**src/rtl/irqd_pkg.sv**
```systemverilog
package irqd_pkg;
  localparam int CH_W    = 8;   // channel field width inside an event
  localparam int SRC_N   = 8;   // sources per channel
  localparam int SRC_IW  = 3;
  localparam int WORD_N  = 32;  // channels per summary word
  localparam int WORD_IW = 5;
  localparam int WSEL_W  = CH_W - WORD_IW;
  localparam int SPAN    = 1 << CH_W;

  typedef enum logic [1:0] {
    SC_IDLE,
    SC_WORD,
    SC_EMIT
  } scan_st_t;
endpackage

```
**src/rtl/irqd_lsb.sv**
```systemverilog
module irqd_lsb #(
  parameter int N  = 32,
  parameter int IW = 5
) (
  input  logic [N-1:0]  vec,
  output logic [IW-1:0] idx,
  output logic          any
);
  always_comb begin
    idx = '0;
    for (int i = N - 1; i >= 0; i--) begin
      if (vec[i]) idx = IW'(i);
    end
  end

  assign any = |vec;
endmodule

```
**src/rtl/irqd_store.sv**
```systemverilog
module irqd_store
  import irqd_pkg::*;
#(
  parameter int NUM_CH = 64,
  parameter int PID_W  = 12
) (
  input  logic                    clk,
  input  logic                    rst_n,
  input  logic                    raise_valid,
  input  logic [CH_W-1:0]         raise_chan,
  input  logic [SRC_N-1:0]        raise_bits,
  input  logic                    ack_valid,
  input  logic [CH_W-1:0]         ack_chan,
  input  logic [SRC_IW-1:0]       ack_src,
  input  logic                    en_valid,
  input  logic [CH_W-1:0]         en_chan,
  input  logic                    en_set,
  input  logic                    reg_valid,
  input  logic [CH_W-1:0]         reg_chan,
  input  logic [PID_W-1:0]        reg_pid,
  output logic [NUM_CH*SRC_N-1:0] stat_flat,
  output logic [NUM_CH-1:0]       en_flat,
  output logic [NUM_CH*PID_W-1:0] pid_flat,
  output logic [CH_W-1:0]         lo_ch,
  output logic [CH_W-1:0]         hi_ch
);
  logic reg_ok;
  assign reg_ok = reg_valid && ({1'b0, reg_chan} < (CH_W+1)'(NUM_CH));

  for (genvar c = 0; c < NUM_CH; c++) begin : g_ch
    localparam logic [CH_W-1:0] CID = CH_W'(c);
    logic [SRC_N-1:0] clr_m, set_m, stat_q;
    logic [PID_W-1:0] pid_q;
    logic             en_q;

    assign clr_m = (ack_valid && ack_chan == CID) ? (SRC_N'(1) << ack_src) : '0;
    assign set_m = (raise_valid && raise_chan == CID) ? raise_bits : '0;

    always_ff @(posedge clk or negedge rst_n) begin
      if (!rst_n) begin
        stat_q <= '0;
        en_q   <= 1'b0;
        pid_q  <= '0;
      end else begin
        stat_q <= (stat_q & ~clr_m) | set_m;
        if (en_valid && en_chan == CID) begin
          if (en_set && !en_q) en_q <= 1'b1;
          else if (!en_set && en_q) en_q <= 1'b0;
        end
        if (reg_valid && reg_chan == CID) pid_q <= reg_pid;
      end
    end

    assign stat_flat[c*SRC_N +: SRC_N] = stat_q;
    assign pid_flat[c*PID_W +: PID_W]  = pid_q;
    assign en_flat[c]                  = en_q;
  end

  always_ff @(posedge clk or negedge rst_n) begin
    if (!rst_n) begin
      lo_ch <= '1;
      hi_ch <= '0;
    end else if (reg_ok) begin
      if (reg_chan < lo_ch) lo_ch <= reg_chan;
      if (reg_chan > hi_ch) hi_ch <= reg_chan;
    end
  end
endmodule

```
**src/rtl/irqd_scan.sv**
```systemverilog
module irqd_scan
  import irqd_pkg::*;
#(
  parameter int NUM_CH = 64,
  parameter int PID_W  = 12
) (
  input  logic                    clk,
  input  logic                    rst_n,
  input  logic                    irq,
  input  logic [NUM_CH-1:0]       sum,
  input  logic [NUM_CH*SRC_N-1:0] stat_flat,
  input  logic [NUM_CH*PID_W-1:0] pid_flat,
  input  logic [CH_W-1:0]         lo_ch,
  input  logic [CH_W-1:0]         hi_ch,
  output logic                    ev_valid,
  input  logic                    ev_ready,
  output logic [PID_W+15:0]       ev_id
);
  localparam int SRC_PAD = 8 - SRC_IW;

  logic [SPAN-1:0]       sum_ext;
  logic [SPAN*SRC_N-1:0] stat_ext;
  logic [SPAN*PID_W-1:0] pid_ext;

  assign sum_ext  = SPAN'(sum);
  assign stat_ext = (SPAN*SRC_N)'(stat_flat);
  assign pid_ext  = (SPAN*PID_W)'(pid_flat);

  scan_st_t          st;
  logic [WSEL_W-1:0] wi, first_w, last_w, wsel;
  logic [WORD_N-1:0] wcopy, word_rd;
  logic [CH_W-1:0]   ch, ch_n;
  logic [SRC_N-1:0]  scopy;
  logic [PID_W-1:0]  pid_q;
  logic [WORD_IW-1:0] wbit;
  logic [SRC_IW-1:0]  sbit;
  logic               wany, sany;

  irqd_lsb #(.N(WORD_N), .IW(WORD_IW)) u_wpick (.vec(wcopy), .idx(wbit), .any(wany));
  irqd_lsb #(.N(SRC_N),  .IW(SRC_IW))  u_spick (.vec(scopy), .idx(sbit), .any(sany));

  assign first_w = lo_ch[CH_W-1 -: WSEL_W];
  assign last_w  = hi_ch[CH_W-1 -: WSEL_W];
  assign wsel    = (st == SC_IDLE) ? first_w : wi + 1'b1;
  assign word_rd = sum_ext[{wsel, {WORD_IW{1'b0}}} +: WORD_N];
  assign ch_n    = {wi, wbit};

  always_ff @(posedge clk or negedge rst_n) begin
    if (!rst_n) begin
      st    <= SC_IDLE;
      wi    <= '0;
      wcopy <= '0;
      ch    <= '0;
      scopy <= '0;
      pid_q <= '0;
    end else begin
      case (st)
        SC_IDLE: begin
          if (irq && lo_ch <= hi_ch) begin
            wi    <= first_w;
            wcopy <= word_rd;
            st    <= SC_WORD;
          end
        end
        SC_WORD: begin
          if (!wany) begin
            if (wi >= last_w) st <= SC_IDLE;
            else begin
              wi    <= wsel;
              wcopy <= word_rd;
            end
          end else begin
            ch    <= ch_n;
            scopy <= stat_ext[{ch_n, {SRC_IW{1'b0}}} +: SRC_N];
            pid_q <= pid_ext[int'(ch_n)*PID_W +: PID_W];
            st    <= SC_EMIT;
          end
        end
        SC_EMIT: begin
          if (!sany) begin
            wcopy[ch[WORD_IW-1:0]] <= 1'b0;
            st <= SC_WORD;
          end else if (ev_ready) begin
            scopy[sbit] <= 1'b0;
          end
        end
        default: st <= SC_IDLE;
      endcase
    end
  end

  assign ev_valid = (st == SC_EMIT) && sany;
  assign ev_id    = {pid_q, {SRC_PAD{1'b0}}, sbit, ch};
endmodule

```
**src/rtl/irq_dispatch.sv**
```systemverilog
module irq_dispatch
  import irqd_pkg::*;
#(
  parameter int NUM_CH = 64,
  parameter int PID_W  = 12
) (
  input  logic               clk,
  input  logic               rst_n,
  input  logic               raise_valid,
  input  logic [7:0]         raise_chan,
  input  logic [7:0]         raise_bits,
  input  logic               ack_valid,
  input  logic [7:0]         ack_chan,
  input  logic [2:0]         ack_src,
  input  logic               en_valid,
  input  logic [7:0]         en_chan,
  input  logic               en_set,
  input  logic               reg_valid,
  input  logic [7:0]         reg_chan,
  input  logic [PID_W-1:0]   reg_pid,
  output logic               irq_out,
  output logic               ev_valid,
  input  logic               ev_ready,
  output logic [PID_W+15:0]  ev_id
);
  logic [NUM_CH*SRC_N-1:0] stat_flat;
  logic [NUM_CH-1:0]       en_flat, sum;
  logic [NUM_CH*PID_W-1:0] pid_flat;
  logic [CH_W-1:0]         lo_ch, hi_ch;

  irqd_store #(.NUM_CH(NUM_CH), .PID_W(PID_W)) u_store (
    .clk(clk), .rst_n(rst_n),
    .raise_valid(raise_valid), .raise_chan(raise_chan), .raise_bits(raise_bits),
    .ack_valid(ack_valid), .ack_chan(ack_chan), .ack_src(ack_src),
    .en_valid(en_valid), .en_chan(en_chan), .en_set(en_set),
    .reg_valid(reg_valid), .reg_chan(reg_chan), .reg_pid(reg_pid),
    .stat_flat(stat_flat), .en_flat(en_flat), .pid_flat(pid_flat),
    .lo_ch(lo_ch), .hi_ch(hi_ch)
  );

  for (genvar c = 0; c < NUM_CH; c++) begin : g_sum
    assign sum[c] = en_flat[c] & (|stat_flat[c*SRC_N +: SRC_N]);
  end

  assign irq_out = |sum;

  irqd_scan #(.NUM_CH(NUM_CH), .PID_W(PID_W)) u_scan (
    .clk(clk), .rst_n(rst_n), .irq(irq_out), .sum(sum),
    .stat_flat(stat_flat), .pid_flat(pid_flat),
    .lo_ch(lo_ch), .hi_ch(hi_ch),
    .ev_valid(ev_valid), .ev_ready(ev_ready), .ev_id(ev_id)
  );
endmodule

```
**config.mk**
```make
export PLATFORM = sky130hd
export DESIGN_NAME = irq_dispatch
export DESIGN_NICKNAME = d
export VERILOG_FILES = /design/src/rtl/irqd_pkg.sv /design/src/rtl/irqd_lsb.sv /design/src/rtl/irqd_store.sv /design/src/rtl/irqd_scan.sv /design/src/rtl/irq_dispatch.sv
export SDC_FILE = /design/constraint.sdc
export NUM_CORES = 2
export LEC_CHECK = 0
export BUFFER_PORTS_ARGS = -buffer_cell sky130_fd_sc_hd__buf_2
export CORE_ASPECT_RATIO = 2
export CORE_MARGIN = 3
export CORE_UTILIZATION = 61
export DETAILED_ROUTE_END_ITERATION = 12
export MAX_ROUTING_LAYER = met4
export PLACE_DENSITY = 0.84
export SLEW_MARGIN = 20
export SYNTH_ARGS = -nofsm -noshare
export SYNTH_HDL_FRONTEND = slang
export SYNTH_HIERARCHICAL = 1
export SYNTH_SLANG_ARGS = --single-unit
```
**constraint.sdc**
```tcl
create_clock -name clk -period 8.93 [get_ports clk]
set_input_delay 0.4465 -clock clk [delete_from_list [all_inputs] [get_ports clk]]
set_output_delay 0.4465 -clock clk [all_outputs]
set_load 0.005 [all_outputs]
```
==> flow_metrics.tcl <==
set metrics [dict create \
    io_pins 93 \
    r2r_start "u_scan/wcopy[0]" \
    cts.clk_slew.worst_paths_ns 0.07 \
    first_global_vias 54310 \
    grt.overflow.total 0 \
    peakVddDrop_mv 0.5708 \
    min_period_ns 5.109 \
    whs_path_depth 2 \
    r2r_setup_slack_ns 3.88 \
    regArea_sq_mm 0.03567 \
    required_ns 8.48 \
    antenna_found_initial 15 \
    die-area_sq_mm 0.1202 \
    final_common_cell "dfrtp_1" \
    fmax_mhz 195.7 \
    synth_edf_count 0 \
    via_count 52000 \
    relSlewSlack_pct 6.414 \
    wl_per_cell_microns 34.20 \
    core_area_sq_mm 0.1150 \
    min_path_type "in2reg" \
    worstMarginPinSlew_ns 1.391 \
    drt_iter0_markers 5969 \
    gp_congestion 1.091 \
    cts_tree "yes" \
    drc 0 \
    setup_viol 0 \
    synth-main-ff-cell "dfrtp_1" \
    slew_violations 0 \
    cts_setup_buffers 0 \
    crit_arrival_ns 4.66 \
    setup_tns_ns 0 \
    fillers 8214 \
    critPathMaxStageDelay_ns 1.14 \
    avgSynthCellArea_sq_um 12.30 \
    cpMostUsedCell "nor4_1" \
    yosysWarnings 6 \
    setup.worst_path.start_class "flip-flop" \
    final_nets 5714 \
    htree_levels 3 \
    crit_path_top_delay_cell "nor4_1" \
    worst_setup_path_end_kind "output pin" \
    num_rows 176 \
    syn_area_sq_mm 0.07063 \
    viasPerCell 7.232 \
    grt_pass1_wl_microns 360900 \
    die_w_microns 246.6 \
    final_cell_mix "dfrtp_1, nand2_1, mux2_2, a22o_1, mux4_2" \
    totalPowerFinal_uw 20240 \
    wirelength_microns 245900 \
    startpoint "u_store/g_ch[4].stat_q[5]" \
    status "complete, no violations" \
    critPathKind "reg2out" \
    numCtsBuffers 121 \
    cp_max_fo 7 \
    area_delta_synth_final_pct 7.777 \
    skew_ns 0.04374 \
    die_h_microns 487.2 \
    grtUsageTotal_pct 42.76 \
    place_hpwl_microns 162400 \
    cts.sinks 1425 \
    pwr_density_cell_mw_per_mm2 265.9 \
    netlist_instances 5743 \
    fin_crit_sh_pct 57.21 \
    ys_async_sr_fraction_pct 100.0 \
    path_cells "nor4_1 -> a21boi_0 -> nor4_1 -> nand4_1 -> or4_1 -> buf_2" \
    finalHoldViolCount 0 \
    io_buffer_count 87 \
    holdCritStartpoint "reg_chan[2]" \
    synthDistinctLibCells 70 \
    drv_cap 0 \
    firstDrtPassIters 6 \
    ys_seq_area_share_pct 50.50 \
    rr_worst_depth 11 \
    drive_gt1_share_pct 28.70 \
    ys_ff_latch 1425 \
    worstSkewPairLatency_ns 0.81 \
    r2r_end "u_scan/scopy[6]" \
    ant_nets 0 \
    multi_input_area_sq_mm 0.03231 \
    cts_buffer_depth 3 \
    min_to "u_store/hi_ch[2]" \
    start_util_pct 61.44 \
    clockRootBuffer "clkbuf_16" \
    p_leak_uw 0.03510 \
    grt_start_max_net_pins 191 \
    rsz0062_at_grt "no" \
]
how the worst max path moves through the flow:
stage                       to
2_1_floorplan  u_scan/pid_q[0]
3_3_place_gp   u_scan/scopy[6]
3_5_place_dp   u_scan/scopy[6]
4_1_cts        u_scan/scopy[6]
5_1_grt        u_scan/scopy[6]
6_report               irq_out
layout make-up:
type / count / area share, %
tap: 1513 / 2.487
inverter: 139 / 0.6854
sequential: 1425 / 46.86
clock inverter: 70 / 1.305
multi-input combinational: 3696 / 42.45
timing repair buffer: 177 / 1.681
antenna: 12 / 0.03945
clock buffer: 159 / 4.495
state kept, by name (all words and copies together), names as in the netlist:
| register | flops |
|---|---|
| u_store/g_ch.pid_q | 768 |
| u_store/g_ch.stat_q | 512 |
| u_store/g_ch.en_q | 64 |
| u_scan/wcopy | 32 |
| u_scan/pid_q | 12 |
| u_scan/ch | 8 |
| u_scan/scopy | 8 |
| u_store/hi_ch | 8 |
| u_store/lo_ch | 8 |
| u_scan/wi | 3 |
| u_scan/st | 2 |
layer usage:
metal	part of all wire (%)	vias to the layer above	track usage, %
met5	0	-	-
li1	-	20670	-
met3	9.5	1628	11.42
met1	29	25990	41.67
met4	14	0	43.82
met2	47	3711	66.50
cell families (layout without fill, tap and decap cells):
group	count (synthesis)	count (layout)	share of synthesized area (%)
AND/OR/NAND/NOR	1442	1442	9.116
flip-flops	1425	1425	50.50
multiplexers	1239	1239	25.23
AO/OA/AOI/OAI	918	918	9.394
buffers and inverters	626	545	4.131
adder cells (fa/ha/maj)	91	91	1.612
other	1	17	0.005309
XOR/XNOR	1	1	0.01240
per-stage QoR:
stage                     util [%]  hold slack (ns)  instance area (sq um)  setup WS [ns]  cells
final                        66.22           0.1678                  76120          3.821   7191
after global routing         66.22           0.1599                  76120          3.740   7190
after CTS                    66.07           0.1367                  75940          4.039   7174
after detailed placement     62.22           0.4738                  71520          4.039   6944
after global placement       62.22           0.4604                  71520          4.045   6944
after floorplan                  -           0.1509                  70650          5.623   5747
synthesized netlist by cell type, types with 29 or more instances:
| cell type | count | area share, % |
|---|---|---|
| a21boi_0 | 50 | 0.53 |
| a21oi_1 | 92 | 0.65 |
| a22o_1 | 384 | 4.8 |
| buf_1 | 36 | 0.19 |
| buf_2 | 106 | 0.75 |
| buf_4 | 102 | 1.1 |
| clkbuf_1 | 236 | 1.3 |
| dfrtp_1 | 1417 | 50 |
| ha_1 | 91 | 1.6 |
| inv_1 | 139 | 0.74 |
| mux2_2 | 799 | 13 |
| mux2i_1 | 87 | 1.2 |
| mux4_2 | 353 | 11 |
| nand2_1 | 833 | 4.4 |
| nand3_1 | 46 | 0.33 |
| nor2_1 | 196 | 1.0 |
| nor2b_1 | 29 | 0.26 |
| nor3_1 | 79 | 0.56 |
| nor4_1 | 148 | 1.3 |
| o21ai_0 | 215 | 1.5 |
| o22ai_1 | 56 | 0.50 |
worst max-delay path: cells and delay by family (launching register included):
family                 cells  cell delay (ns)
AO/OA/AOI/OAI              1             0.52
AND/OR/NAND/NOR            4             2.66
flip-flops                 1             0.41
buffers and inverters      1             0.25
report_power, final:
part           switching, uW  total, uW  internal [uW]
registers                440       7330           6890
logic                   4240       7000           2760
clock network           2610       5910           3300
repair_timing:
item / in CTS / in global routing
resized for setup: 0 / 0
hold endpoints to repair: 147 / 0
hold buffers: 1 / 0
Power figures use the tool's default switching activity.
